### src/rtl/noc_pkg.sv
package noc_pkg;

  // Stages in one side's full delay chain.
  function automatic int unsigned noc_chain_len(input int unsigned half);
    return 2 * half;
  endfunction

  // Both-low cycles between one phase falling and the other rising.
  function automatic int unsigned noc_gap_cycles(input int unsigned half);
    return 2 * half;
  endfunction

  // Smallest strobe interval for which full timing is guaranteed.
  function automatic int unsigned noc_min_spacing(input int unsigned half);
    return 4 * half + 3;
  endfunction

  // Saturation value for the both-low run counter.
  function automatic int unsigned noc_run_cap(input int unsigned half);
    return noc_gap_cycles(half) + 1;
  endfunction

endpackage

### src/rtl/noc_toggle.sv
module noc_toggle (
  input  logic clk,
  input  logic rst,
  input  logic strobe,
  output logic ref_q
);

  always_ff @(posedge clk) begin
    if (rst)         ref_q <= 1'b0;
    else if (strobe) ref_q <= ~ref_q;
  end

  // a strobe inverts the reference in the following cycle
  a_r3_strobe_flips: assert property (@(posedge clk) disable iff (rst)
    strobe |=> (ref_q != $past(ref_q)));

  // without a strobe the reference holds
  a_r3_idle_holds: assert property (@(posedge clk) disable iff (rst)
    !strobe |=> $stable(ref_q));

endmodule

### src/rtl/noc_phase_side.sv
module noc_phase_side
  import noc_pkg::*;
#(
  parameter int unsigned HALF_DEPTH = 4
) (
  input  logic clk,
  input  logic rst,
  input  logic want,      // reference level selecting this phase
  input  logic peer_fb,   // far end of the other side's chain
  output logic gate_on,   // combinational gate decision
  output logic tap,       // midpoint, the visible phase
  output logic fb_out     // far end, fed to the other gate
);

  localparam int unsigned CHAIN = noc_chain_len(HALF_DEPTH);

  logic [CHAIN-1:0] stage_q;

  assign gate_on = want & ~peer_fb;

  always_ff @(posedge clk) begin
    if (rst) stage_q <= '0;
    else     stage_q <= {stage_q[CHAIN-2:0], gate_on};
  end

  assign tap    = stage_q[HALF_DEPTH-1];
  assign fb_out = stage_q[CHAIN-1];

endmodule

### src/rtl/noc_spacing_guard.sv
module noc_spacing_guard
  import noc_pkg::*;
#(
  parameter int unsigned HALF_DEPTH = 4
) (
  input  logic clk,
  input  logic rst,
  input  logic strobe,
  input  logic any_high,
  output logic legal_q,
  output logic [$clog2(noc_run_cap(HALF_DEPTH)+1)-1:0] low_run_q
);

  localparam int unsigned MIN_SP  = noc_min_spacing(HALF_DEPTH);
  localparam int unsigned SW      = $clog2(MIN_SP + 1);
  localparam int unsigned RUN_CAP = noc_run_cap(HALF_DEPTH);
  localparam int unsigned RW      = $clog2(RUN_CAP + 1);
  localparam logic [SW-1:0] SP_LIM  = SW'(MIN_SP);
  localparam logic [RW-1:0] RUN_LIM = RW'(RUN_CAP);

  logic [SW-1:0] since_q;

  // Cycles since the last strobe; reset counts as a strobe.
  always_ff @(posedge clk) begin
    if (rst)                  since_q <= '0;
    else if (strobe)          since_q <= '0;
    else if (since_q < SP_LIM) since_q <= since_q + 1'b1;
  end

  // Sticky flag: false once any strobe arrived too early.
  always_ff @(posedge clk) begin
    if (rst)                            legal_q <= 1'b1;
    else if (strobe && since_q < SP_LIM) legal_q <= 1'b0;
  end

  // Consecutive cycles with both phases low, saturating.
  always_ff @(posedge clk) begin
    if (rst)                   low_run_q <= '0;
    else if (any_high)         low_run_q <= '0;
    else if (low_run_q < RUN_LIM) low_run_q <= low_run_q + 1'b1;
  end

endmodule

### src/rtl/noc_two_phase.sv
module noc_two_phase
  import noc_pkg::*;
#(
  parameter int unsigned HALF_DEPTH = 4
) (
  input  logic clk,
  input  logic rst,
  input  logic pulse_in,
  output logic phase_a,
  output logic phase_b,
  output logic ref_clk
);

  localparam int unsigned RW = $clog2(noc_run_cap(HALF_DEPTH) + 1);
  localparam logic [RW-1:0] HALF_W = RW'(HALF_DEPTH);

  logic ref_q;
  logic gate_a, gate_b;
  logic fb_a, fb_b;
  logic legal_q;
  logic [RW-1:0] low_run_q;

  noc_toggle u_toggle (
    .clk    (clk),
    .rst    (rst),
    .strobe (pulse_in),
    .ref_q  (ref_q)
  );

  // Side A follows the inverted reference, so it leads after reset.
  noc_phase_side #(.HALF_DEPTH(HALF_DEPTH)) u_side_a (
    .clk     (clk),
    .rst     (rst),
    .want    (~ref_q),
    .peer_fb (fb_b),
    .gate_on (gate_a),
    .tap     (phase_a),
    .fb_out  (fb_a)
  );

  noc_phase_side #(.HALF_DEPTH(HALF_DEPTH)) u_side_b (
    .clk     (clk),
    .rst     (rst),
    .want    (ref_q),
    .peer_fb (fb_a),
    .gate_on (gate_b),
    .tap     (phase_b),
    .fb_out  (fb_b)
  );

  noc_spacing_guard #(.HALF_DEPTH(HALF_DEPTH)) u_guard (
    .clk       (clk),
    .rst       (rst),
    .strobe    (pulse_in),
    .any_high  (phase_a | phase_b),
    .legal_q   (legal_q),
    .low_run_q (low_run_q)
  );

  assign ref_clk = ref_q;

  // outputs never overlap
  a_r1_no_overlap: assert property (@(posedge clk) disable iff (rst)
    !(phase_a && phase_b));

  // the two gates never open together
  a_r1_gates_exclusive: assert property (@(posedge clk) disable iff (rst)
    !(gate_a && gate_b));

  // reset clears every output
  a_r2_reset_clear: assert property (@(posedge clk)
    rst |=> (!phase_a && !phase_b && !ref_clk));

  // each rise follows at least HALF_DEPTH both-low cycles
  a_r7_gap_before_rise: assert property (@(posedge clk) disable iff (rst || !legal_q)
    ($rose(phase_a) || $rose(phase_b)) |-> (low_run_q >= HALF_W));

endmodule

### config.mk
export PLATFORM = sky130hd
export DESIGN_NAME = noc_two_phase
export DESIGN_NICKNAME = d
export VERILOG_FILES = /design/src/rtl/noc_pkg.sv /design/src/rtl/noc_toggle.sv /design/src/rtl/noc_phase_side.sv /design/src/rtl/noc_spacing_guard.sv /design/src/rtl/noc_two_phase.sv
export SDC_FILE = /design/constraint.sdc
export NUM_CORES = 1
export LEC_CHECK = 0
export BUFFER_PORTS_ARGS = -buffer_cell sky130_fd_sc_hd__buf_2
export CAP_MARGIN = 20
export CORE_AREA = 2 2 39 41
export CTS_BUF_LIST = sky130_fd_sc_hd__clkbuf_4
export CTS_CLUSTER_SIZE = 24
export DETAILED_ROUTE_END_ITERATION = 6
export DIE_AREA = 0 0 41 43
export MAX_ROUTING_LAYER = met4
export SLEW_MARGIN = 0
export SYNTH_ARGS = -nofsm -noshare
export SYNTH_HDL_FRONTEND = slang
export SYNTH_SLANG_ARGS = --single-unit
### constraint.sdc
create_clock -name clk -period 2.2 [get_ports clk]
set_clock_uncertainty 0.15 [all_clocks]
set_input_delay 0.11 -clock clk [delete_from_list [all_inputs] [get_ports clk]]
set_output_delay 0.11 -clock clk [all_outputs]
set_load 0.005 [all_outputs]
==> reports/results.tsv <==
metric	value	unit
Logic pwr share	0.040	
Die Width	41	um
cell leakage power	0.242	nW
vias in the first global route	198	
Hold WC Path Type	in -> reg	
core footprint	1380	um2
Synth-to-Final Area Change	14.9	%
gpl congestion	0.561	
CP Class	reg -> out	
pin count of the biggest net entering global routing	18	
worst hold start	rst	
crit path buf inv count	1	
Slew @ Worst Pin	0.263	ns
share of layout cells above drive strength 1	0.244	
first-pass GRT wire length	869	um
cell area after synthesis	479	um2
Seq cells post-synth	17	
clock tree buffer depth	2	
fillers	138	
DR WL/cell	9.08	um
initial antenna violation count	0	
CP Cell Sequence	buf_2	
row count	14	
PwrDens	907	nW/um2
required time of the critical path	1.94	ns
I/O pin total	6	
Synth Area per Inst	13.3	um2
CP max-delay cell	dfxtp_1	
Min-Delay Path Depth	2	
mux cell area share after synthesis	0	
Net Sw Frac	0.207	
startpoint types	flip-flop	
Max-slew headroom	0.825	
Vias/cell	3.80	
adder-cell area share of the yosys netlist	0	
Top Layer Used	met4	
met2 WL	193	um
Post-Layout Cell Count	61	
starting density of the core	0.346	
placed insts	56	
DRC violations left	0	
Tot GR Track Use	0.0852	
die area	1760	um2
RR Endpoint	u_toggle.ref_q$_SDFFE_PP0P_	
die height	43	um
met3 WL	26	um
Max H-tree Level	1	
router iterations before antenna repair	2	
outcome	finished clean	
# nets final	49	
clk_lat worst skew	0.28	ns
worst r2r src	u_toggle.ref_q$_SDFFE_PP0P_	
CP Max Fanout	4	
DR iter-0 viols	1	
Levels on crit path	1	
post-detail-place hpwl	343	um
delay-heaviest family, CP	flip-flops	
CTS tree	built	
Seq/Total Area, Yosys	0.710	
# setup viols final	0	
final hold viol count	0	
Setup TNS	0	ns
Reg2Reg Setup Slack	1.34	ns
VDD IR max	414	uV
Total Wirelength	554	um
post-synthesis cell type count	8	
post-synthesis compound-gate area fraction	0	
Flop pwr share	0.643	
slowest stage delay, CP	0.42	ns
Critical Path End Type	output port	
Pint	0.000396	W
gr ovfl total	0	
Final ANT Viol Nets	0	
clk sinks	17	
Root Buffer	clkbuf_4	
Port Buffer Count	5	
crit path DAT	0.84	ns
vias	232	
# diodes	0	
Final period util	0.499	
simple logic cell fraction of the synthesized area	0.248	
Final Slew Violations	0	
Psw	0.000103	W
RSZ-0062 raised after global routing	no	
Synth Warn #	0	
fmax	0.911	GHz
Post-Synthesis Net Count	39	
Tmin final	1.10	ns
clk slew on worst S/H paths	0.10	ns
CTS Buf Count	3	
Hold EP	u_side_a.stage_q[4]$_SDFF_PP0_	
maxcap violations	0	
xor/xnor share of the synthesized area	0.0183	
r2r worst-path depth	2	
Gate Count Post-Synth	36	
met1 WL	320	um
main combinational cell family by area after synthesis	simple AND/OR/NAND/NOR gates	
part of the power in the clock network	0.317	
## worst max path at each step
stage	start	endpoint	slack (ns)
final	u_toggle.ref_q$_SDFFE_PP0P_	ref_clk	1.10
after global routing	u_toggle.ref_q$_SDFFE_PP0P_	ref_clk	1.04
after CTS	u_toggle.ref_q$_SDFFE_PP0P_	ref_clk	1.08
after detailed placement	rst	u_side_a.stage_q[7]$_SDFF_PP0_	1.34
after global placement	rst	u_side_a.stage_q[7]$_SDFF_PP0_	1.34
after floorplan	u_toggle.ref_q$_SDFFE_PP0P_	u_toggle.ref_q$_SDFFE_PP0P_	1.39
## routing by layer
layer	vias up	track usage
li1	127	-
met5	-	-
met2	4	0.0750
met3	2	0.0471
met4	0	0.100
met1	99	0.113
## cell families after synthesis
family,after synthesis
flip-flops,17
AND/OR/NAND/NOR,17
buffers and inverters,1
XOR/XNOR,1
## power groups by stage
stage | Combinational [W] | Sequential (W) | Clock (W)
2_1_floorplan | 0.0000136 | 0.000328 | 0
3_3_place_gp | 0.0000190 | 0.000328 | 0
3_5_place_dp | 0.0000191 | 0.000328 | 0
4_1_cts | 0.0000205 | 0.000321 | 0.000170
5_1_grt | 0.0000225 | 0.000322 | 0.000184
6_report | 0.0000198 | 0.000321 | 0.000159
## cells in the mapped netlist
library cell	instances	area, um2
and2b_1	4	30.0
buf_6	1	11.3
dfxtp_1	17	340
nor2_1	1	3.75
nor2b_1	10	62.6
nor3_2	1	10.0
nor3b_2	1	12.5
xnor2_1	1	8.76
## sequential cells by signal, indices dropped and copies added, names as in the netlist
name,cells
u_toggle.ref_q,1
u_side_b.stage_q,8
u_side_a.stage_q,8
## what timing repair did
item | in CTS | in global routing
endpoints found under the hold margin | 1 | 0
resized for setup | 0 | 0
endpoints found under the setup margin | 0 | 0
buffers inserted | 0 | 0
hold buffers | 1 | 0
## stage by stage
step	utilization	hold slack [ns]	power (W)	instance area, um2	setup WS (ns)
detailed placement	0.371	0.206	0.000347	513	1.34
global placement	0.371	0.206	0.000347	513	1.34
floorplan	-	0.0316	0.000341	479	1.39
finish	0.398	0.0165	0.000500	551	1.10
global route	0.398	0.0226	0.000528	551	1.04
CTS	0.398	0.0139	0.000512	551	1.08
## area by class of cell
type / count / area, um2 / area share
sequential: 17 / 340 / 0.618
multi-input combinational: 18 / 128 / 0.232
timing repair buffer: 6 / 35.0 / 0.0636
clock buffer: 3 / 22.5 / 0.0409
tap: 16 / 20.0 / 0.0364
clock inverter: 1 / 5.00 / 0.00909
## layout by cell type, fill, tap and decap left out, drive strengths merged
master,instances
clkbuf,3
nor3,1
buf,5
nor2b,10
nor2,1
nor3b,1
dfxtp,17
xnor2,1
and2b,4
dlygate4sd3,1
clkinv,1
Power figures use the tool's default switching activity.
